## config.mk

```make
export PLATFORM = sky130hd
export DESIGN_NAME = pio_bank
export DESIGN_NICKNAME = d
export VERILOG_FILES = /design/src/rtl/pio_pkg.sv /design/src/rtl/pio_sync.sv /design/src/rtl/pio_port.sv /design/src/rtl/pio_bank.sv
export SDC_FILE = /design/constraint.sdc
export NUM_CORES = 1
export LEC_CHECK = 0
export ABC_AREA = 0
export ABC_CLOCK_PERIOD_IN_PS = 3800
export BUFFER_PORTS_ARGS = -buffer_cell sky130_fd_sc_hd__clkbuf_2
export CAP_MARGIN = 20
export CORE_ASPECT_RATIO = 2
export CORE_MARGIN = 2
export CORE_UTILIZATION = 45
export DETAILED_ROUTE_END_ITERATION = 6
export SETUP_SLACK_MARGIN = 0.4
export SLEW_MARGIN = 10
export SYNTH_ARGS = -nofsm -noshare
export SYNTH_HDL_FRONTEND = slang
export SYNTH_SLANG_ARGS = --single-unit
```

## constraint.sdc

```tcl
create_clock -name clk -period 3.8 [get_ports clk]
set_clock_uncertainty 0.2 [all_clocks]
set_input_delay 0.76 -clock clk [delete_from_list [all_inputs] [get_ports clk]]
set_output_delay 0.76 -clock clk [all_outputs]
set_load 0.1 [all_outputs]
```

## src/rtl/pio_pkg.sv

```systemverilog
// Shared definitions for the GPIO bank: bus geometry, register selector
// and the decoded write request handed to each port.
package pio_pkg;
    localparam int BUS_DW    = 32;
    localparam int BUS_AW    = 12;
    localparam int ALIAS_BIT = 11;

    typedef enum logic [2:0] {
        RG_CFG  = 3'd0,
        RG_OE   = 3'd1,
        RG_OUT  = 3'd2,
        RG_IN   = 3'd3,
        RG_STA  = 3'd4,
        RG_EN   = 3'd5,
        RG_TYPE = 3'd6,
        RG_CLR  = 3'd7
    } pio_reg_e;

    typedef struct packed {
        logic              masked;
        pio_reg_e          rsel;
        logic [BUS_DW-1:0] data;
    } pio_wr_t;
endpackage

```

## src/rtl/pio_sync.sv

```systemverilog
// Two-flop synchronizer for asynchronous pin inputs.
// Assumes each bit is independent; no bus coherency is implied.
module pio_sync #(
    parameter int W = 32
) (
    input  logic         clk,
    input  logic         rst_n,
    input  logic [W-1:0] d,
    output logic [W-1:0] q
);
    logic [W-1:0] meta_q;

    // Capture raw level, then retime once more.
    always_ff @(posedge clk) begin
        if (!rst_n) begin
            meta_q <= '0;
            q      <= '0;
        end else begin
            meta_q <= d;
            q      <= meta_q;
        end
    end
endmodule

```

## src/rtl/pio_port.sv

```systemverilog
// One port of PINS pins: holds the port registers, applies plain and masked
// writes, and runs per-pin edge/level detection on synchronized inputs.
// Assumes wr_hit is high for one cycle per accepted write to this port.
module pio_port
    import pio_pkg::*;
#(
    parameter int PINS = 8
) (
    input  logic            clk,
    input  logic            rst_n,
    input  logic            wr_hit,
    input  pio_wr_t         wr,
    input  logic [PINS-1:0] pin_now,
    output logic [PINS-1:0] cfg_q,
    output logic [PINS-1:0] oe_q,
    output logic [PINS-1:0] out_q,
    output logic [PINS-1:0] sta_q,
    output logic [PINS-1:0] en_q,
    output logic [PINS-1:0] pol_q,
    output logic [PINS-1:0] edge_q,
    output logic [PINS-1:0] both_q
);
    localparam int TYPE_W = 3 * PINS;

    logic [PINS-1:0] wval, wena, prev_q, det, clr_vec, sta_base;
    logic            unused_hi;

    assign wval      = wr.data[PINS-1:0];
    assign wena      = wr.data[2*PINS-1:PINS];
    assign unused_hi = ^wr.data[BUS_DW-1:TYPE_W];

    // Plain write replaces; masked write changes only enabled pins.
    function automatic logic [PINS-1:0] merge(input logic [PINS-1:0] old,
                                              input logic            msk,
                                              input logic [PINS-1:0] v,
                                              input logic [PINS-1:0] e);
        return msk ? ((old & ~e) | (v & e)) : v;
    endfunction

    // Clear strobe: plain write to the clear register only.
    assign clr_vec = (wr_hit && !wr.masked && wr.rsel == RG_CLR) ? wval : '0;

    // Status may be loaded only through its masked alias.
    assign sta_base = (wr_hit && wr.masked && wr.rsel == RG_STA)
                    ? merge(sta_q, 1'b1, wval, wena) : sta_q;

    // Per-pin detector selected by the three type planes.
    for (genvar i = 0; i < PINS; i++) begin : g_pin
        assign det[i] = edge_q[i]
            ? (both_q[i] ? (pin_now[i] ^ prev_q[i])
                         : (pol_q[i] ? (pin_now[i] & ~prev_q[i])
                                     : (~pin_now[i] & prev_q[i])))
            : ~(pin_now[i] ^ pol_q[i]);
    end

    // Configuration and interrupt control registers.
    always_ff @(posedge clk) begin
        if (!rst_n) begin
            cfg_q  <= '0;
            oe_q   <= '0;
            out_q  <= '0;
            en_q   <= '0;
            pol_q  <= '0;
            edge_q <= '0;
            both_q <= '0;
        end else if (wr_hit) begin
            case (wr.rsel)
                RG_CFG: cfg_q <= merge(cfg_q, wr.masked, wval, wena);
                RG_OE:  oe_q  <= merge(oe_q,  wr.masked, wval, wena);
                RG_OUT: out_q <= merge(out_q, wr.masked, wval, wena);
                RG_EN:  en_q  <= merge(en_q,  wr.masked, wval, wena);
                RG_TYPE: begin
                    if (wr.masked) begin
                        pol_q <= merge(pol_q, 1'b1, wval, wena);
                    end else begin
                        {both_q, edge_q, pol_q} <= wr.data[TYPE_W-1:0];
                    end
                end
                default: ;
            endcase
        end
    end

    // Status: detection beats clear, clear beats held value.
    always_ff @(posedge clk) begin
        if (!rst_n) begin
            sta_q  <= '0;
            prev_q <= '0;
        end else begin
            sta_q  <= det | (~clr_vec & sta_base);
            prev_q <= pin_now;
        end
    end
endmodule

```

## src/rtl/pio_bank.sv

```systemverilog
// GPIO bank of NUM_PORTS ports x PINS pins on a one-cycle register bus.
// Decodes the address, fans writes out to the ports, registers read data
// and combines interrupts. Assumes NUM_PORTS <= 4 and 3*PINS < 32.
module pio_bank
    import pio_pkg::*;
#(
    parameter int NUM_PORTS = 4,
    parameter int PINS      = 8
) (
    input  logic                        clk,
    input  logic                        rst_n,
    input  logic                        bus_sel,
    input  logic                        bus_we,
    input  logic [BUS_AW-1:0]           bus_addr,
    input  logic [BUS_DW-1:0]           bus_wdata,
    output logic [BUS_DW-1:0]           bus_rdata,
    output logic                        bus_ready,
    input  logic [NUM_PORTS*PINS-1:0]   pin_in,
    output logic [NUM_PORTS*PINS-1:0]   pin_out,
    output logic [NUM_PORTS*PINS-1:0]   pin_oe,
    output logic                        irq
);
    localparam int NPINS = NUM_PORTS * PINS;

    logic [NPINS-1:0]                sync_in;
    logic [NUM_PORTS-1:0][PINS-1:0]  cfg_a, oe_a, out_a, sta_a, en_a, pol_a, edg_a, bth_a;
    logic [NPINS-1:0]                sta_flat;
    logic [1:0]                      port_idx;
    logic                            addr_ok;
    logic                            unused_lsb;
    pio_wr_t                         wr;
    logic [BUS_DW-1:0]               rd_word;

    assign port_idx   = bus_addr[3:2];
    assign addr_ok    = (bus_addr[10:7] == 4'd0) && (int'(port_idx) < NUM_PORTS);
    assign unused_lsb = ^bus_addr[1:0];
    assign wr         = '{masked: bus_addr[ALIAS_BIT],
                          rsel:   pio_reg_e'(bus_addr[6:4]),
                          data:   bus_wdata};

    pio_sync #(.W(NPINS)) u_sync (
        .clk   (clk),
        .rst_n (rst_n),
        .d     (pin_in),
        .q     (sync_in)
    );

    for (genvar g = 0; g < NUM_PORTS; g++) begin : g_port
        logic hit;
        assign hit = bus_sel && bus_we && addr_ok && (int'(port_idx) == g);

        pio_port #(.PINS(PINS)) u_port (
            .clk     (clk),
            .rst_n   (rst_n),
            .wr_hit  (hit),
            .wr      (wr),
            .pin_now (sync_in[g*PINS +: PINS]),
            .cfg_q   (cfg_a[g]),
            .oe_q    (oe_a[g]),
            .out_q   (out_a[g]),
            .sta_q   (sta_a[g]),
            .en_q    (en_a[g]),
            .pol_q   (pol_a[g]),
            .edge_q  (edg_a[g]),
            .both_q  (bth_a[g])
        );

        assign pin_oe[g*PINS +: PINS]  = cfg_a[g] & oe_a[g];
        assign pin_out[g*PINS +: PINS] = cfg_a[g] & oe_a[g] & out_a[g];
    end

    assign sta_flat = sta_a;
    assign irq      = |(sta_a & en_a);

    // Read multiplexer; masked alias reads return the plain register.
    always_comb begin
        rd_word = '0;
        case (wr.rsel)
            RG_CFG:  rd_word[PINS-1:0]   = cfg_a[port_idx];
            RG_OE:   rd_word[PINS-1:0]   = oe_a[port_idx];
            RG_OUT:  rd_word[PINS-1:0]   = out_a[port_idx];
            RG_IN:   rd_word[PINS-1:0]   = sync_in[int'(port_idx)*PINS +: PINS];
            RG_STA:  rd_word[PINS-1:0]   = sta_a[port_idx];
            RG_EN:   rd_word[PINS-1:0]   = en_a[port_idx];
            RG_TYPE: rd_word[3*PINS-1:0] = {bth_a[port_idx], edg_a[port_idx], pol_a[port_idx]};
            default: rd_word = '0;
        endcase
    end

    // Single-cycle bus response.
    always_ff @(posedge clk) begin
        if (!rst_n) begin
            bus_rdata <= '0;
            bus_ready <= 1'b0;
        end else begin
            bus_ready <= bus_sel;
            bus_rdata <= (bus_sel && !bus_we && addr_ok) ? rd_word : '0;
        end
    end
endmodule

```

==> flow_metrics.env <==
export IMPL_cts_buffers=36
export IMPL_die_w_um=146.5
export IMPL_hold_class="input port to register"
export IMPL_met2_usage_pct=50.38
export IMPL_top_usage_layer="met2"
export IMPL_finalWorstSetupSlack_ns=0.4589
export IMPL_maxCapViolCount=0
export IMPL_crit_required_ns=2.84
export IMPL_cts_sinks=377
export IMPL_coreArea_sq_um=40210
export IMPL_post_drt_wl_per_cell_um=23.00
export IMPL_grt_use_total_pct=29.10
export IMPL_clock_fmax_mhz=299.3
export IMPL_synth_area_leader_cell="dfxtp_1"
export IMPL_dr_total_vias=16221
export IMPL_antenna_found_initial=2
export IMPL_synthFlopType="dfxtp_1"
export IMPL_dieArea_sq_um=42350
export IMPL_rsz0062_at_grt="no"
export IMPL_yosys_top_cells_area="dfxtp_1, mux4_2, o21ai_0, a21oi_1, nand3_1"
export IMPL_finalHoldViolations=0
export IMPL_tightestPinTransition_ns=0.9370
export IMPL_gr_usage_met3_pct=4.205
export IMPL_cts_root_buf="clkbuf_16"
export IMPL_num_rows=104
export IMPL_ys_types=53
export IMPL_tritoncts="built"
export IMPL_clkSlewWorstSetupHoldPaths_ns=0.07
export IMPL_postCtsSetupBuffers=0
export IMPL_status="finished, violations left"
export IMPL_die_h_um=289.0
export IMPL_firstDrtPassIters=7
export IMPL_finalInstanceArea_sq_um=21000
export IMPL_grt_max_degree=114
export IMPL_initial_core_util_pct=45.46
export IMPL_crit_path_start_kind="register"
export IMPL_grt_pass1_vias=16168
export IMPL_synthArstFlopShare_pct=0
export IMPL_netlist_area_leader_share_pct=41.29
export IMPL_drive_above_1_share_pct=18.19
export IMPL_htree_levels=2
export IMPL_crit_type="register to primary output"
export IMPL_grt_overflow_total=0
export IMPL_finalSetupViolations=0
export IMPL_grt_pass1_wl_mm=94.32
export IMPL_synth_edf_count=0
export IMPL_avgSynthCellArea_sq_um=8.951
export IMPL_first_iter_violations=1222
export IMPL_antenna_left=0
export IMPL_viasPerCell=5.950
export IMPL_synth_most_common_cell="dfxtp_1"
export IMPL_post_route_period_util_pct=87.92
export IMPL_synth_commonest_cells="dfxtp_1, o21ai_0, a21oi_1"
export IMPL_syn_inst=2042
export IMPL_layout_min_cycle_time_ns=3.341
export IMPL_arrival_ns=2.38
export IMPL_end_kind="primary output"
export IMPL_ys_seq_elements=377
export IMPL_violations="DRC"
export IMPL_ios=178
export IMPL_port_buffers=159
export IMPL_met1_usage_pct=30.34
export IMPL_maxSlewViolCount=0
export IMPL_clock_latency_ns=0.56
export IMPL_placed_cell_area_sq_um=19800
export IMPL_relSlewSlack_pct=37.53
export IMPL_cp_max_fo=4
export IMPL_drt_wl_total_mm=62.71
export IMPL_drc=2
export IMPL_p_leak_nw=7.791
export IMPL_hpwl_mm=45.50
export IMPL_syn_to_final_growth_pct=14.86
export IMPL_ys_seq_area_share_pct=41.29
export IMPL_post_place_ws_ns=0.4718
export IMPL_tns_ns=0
export IMPL_p_per_area_nw_per_um2=399.4
export IMPL_vdd_drop_max_mv=0.2961
export IMPL_cts_buffer_depth=3
export IMPL_synth_area_sq_um=18280
export IMPL_place_gp_congestion=0.9278
export IMPL_fin_nets=2314
export IMPL_yosys_warnings=0
layout make-up:
cell class,instances,area [sq um]
repair buffers,235,1449
diodes,2,5.005
inverters,66,255.2
fillers,3773,19210
clock inverters,13,135.1
multi-input cells,1454,9899
clock buffers,49,1041
well taps,530,663.1
flip-flops and latches,377,7547
final timing paths:
check	from	endpoint	slack [ns]	depth (start not counted)
hold reg to reg	u_sync.meta_q[2]	u_sync.q[2]	0.23	1
hold / removal	pin_in[12]	u_sync.meta_q[12]	0.22	2
setup / recovery	g_port[3].u_port.sta_q[6]	irq	0.46	4
setup reg to reg	register	bus_rdata[6]	1.95	4
report_power, final:
part	switching (mW)	total [mW]	leakage, nW	internal [mW]
registers	0.0611	4.08	3.06	4.01
logic	0.403	0.599	4.14	0.197
clock network	1.64	3.71	0.584	2.07
total	2.10	8.39	7.79	6.28
metal layers:
layer | routed length (um) | share of wire (%) | vias up
met5 | 0 | 0 | -
met4 | 6792 | 11 | 0
met3 | 3942 | 6.3 | 333
met2 | 30360 | 48 | 799
met1 | 21610 | 34 | 7604
li1 | - | - | 7485
kinds of logic (layout without fill, tap and decap cells):
family,count (synthesis),in the layout,synth area share [%]
other cells,1,10,0.02052
flops,377,377,41.29
xor+xnor,32,32,1.533
simple gates,621,621,17.39
fa+ha+maj,64,64,4.381
compound gates,567,567,16.72
mux,162,162,13.70
buf+inv,218,363,4.969
critical path, cell delays in order, from the launching register on:
cell and delay, ns:
dfxtp_1 0.35, a22oi_2 0.39, nand4_1 0.19, or4_1 0.58
clkbuf_4 0.32
metrics by stage:
stage	power (mW)	util, %	hold WS (ns)	std cells
floorplan	4.550	-	0.2119	2049
global placement	4.737	49.23	0.2183	2662
detailed placement	4.753	49.23	0.2169	2662
CTS	8.443	52.17	0.1926	2724
global route	8.630	52.22	0.2057	2726
finish	8.385	52.22	0.2166	2726
cell usage in the layout (no fill, tap or decap), types with 4 or more instances in the layout:
master,Yosys,routed
clkbuf_2,0,156
conb_1,1,8
ha_1,64,64
clkinv_2,0,6
clkbuf_16,0,37
xor2_1,9,9
dfxtp_1,377,377
mux4_2,68,68
and2_1,108,108
a21o_1,4,4
o211ai_1,6,6
o21ai_0,237,237
o22ai_1,24,24
inv_1,65,65
nand4_1,6,6
a21oi_1,235,235
buf_4,11,72
clkbuf_8,0,7
clkbuf_1,115,5
a22o_1,6,6
nand2_1,89,89
and3_1,51,51
nand2b_1,22,22
nand3_1,165,165
a211oi_1,9,9
nor2b_1,24,24
mux2i_1,69,69
nor2_1,133,132
a221oi_1,7,7
a22oi_1,27,24
mux2_2,25,25
nor3_4,2,4
buf_12,1,6
xnor2_1,23,23
a31oi_1,7,7
what timing repair did:
action                                  CTS  global route
resized for setup                         1             3
endpoints found under the setup margin    1             1
hold buffers                              0             0
No activity file was read; power rests on OpenSTA's default activity.
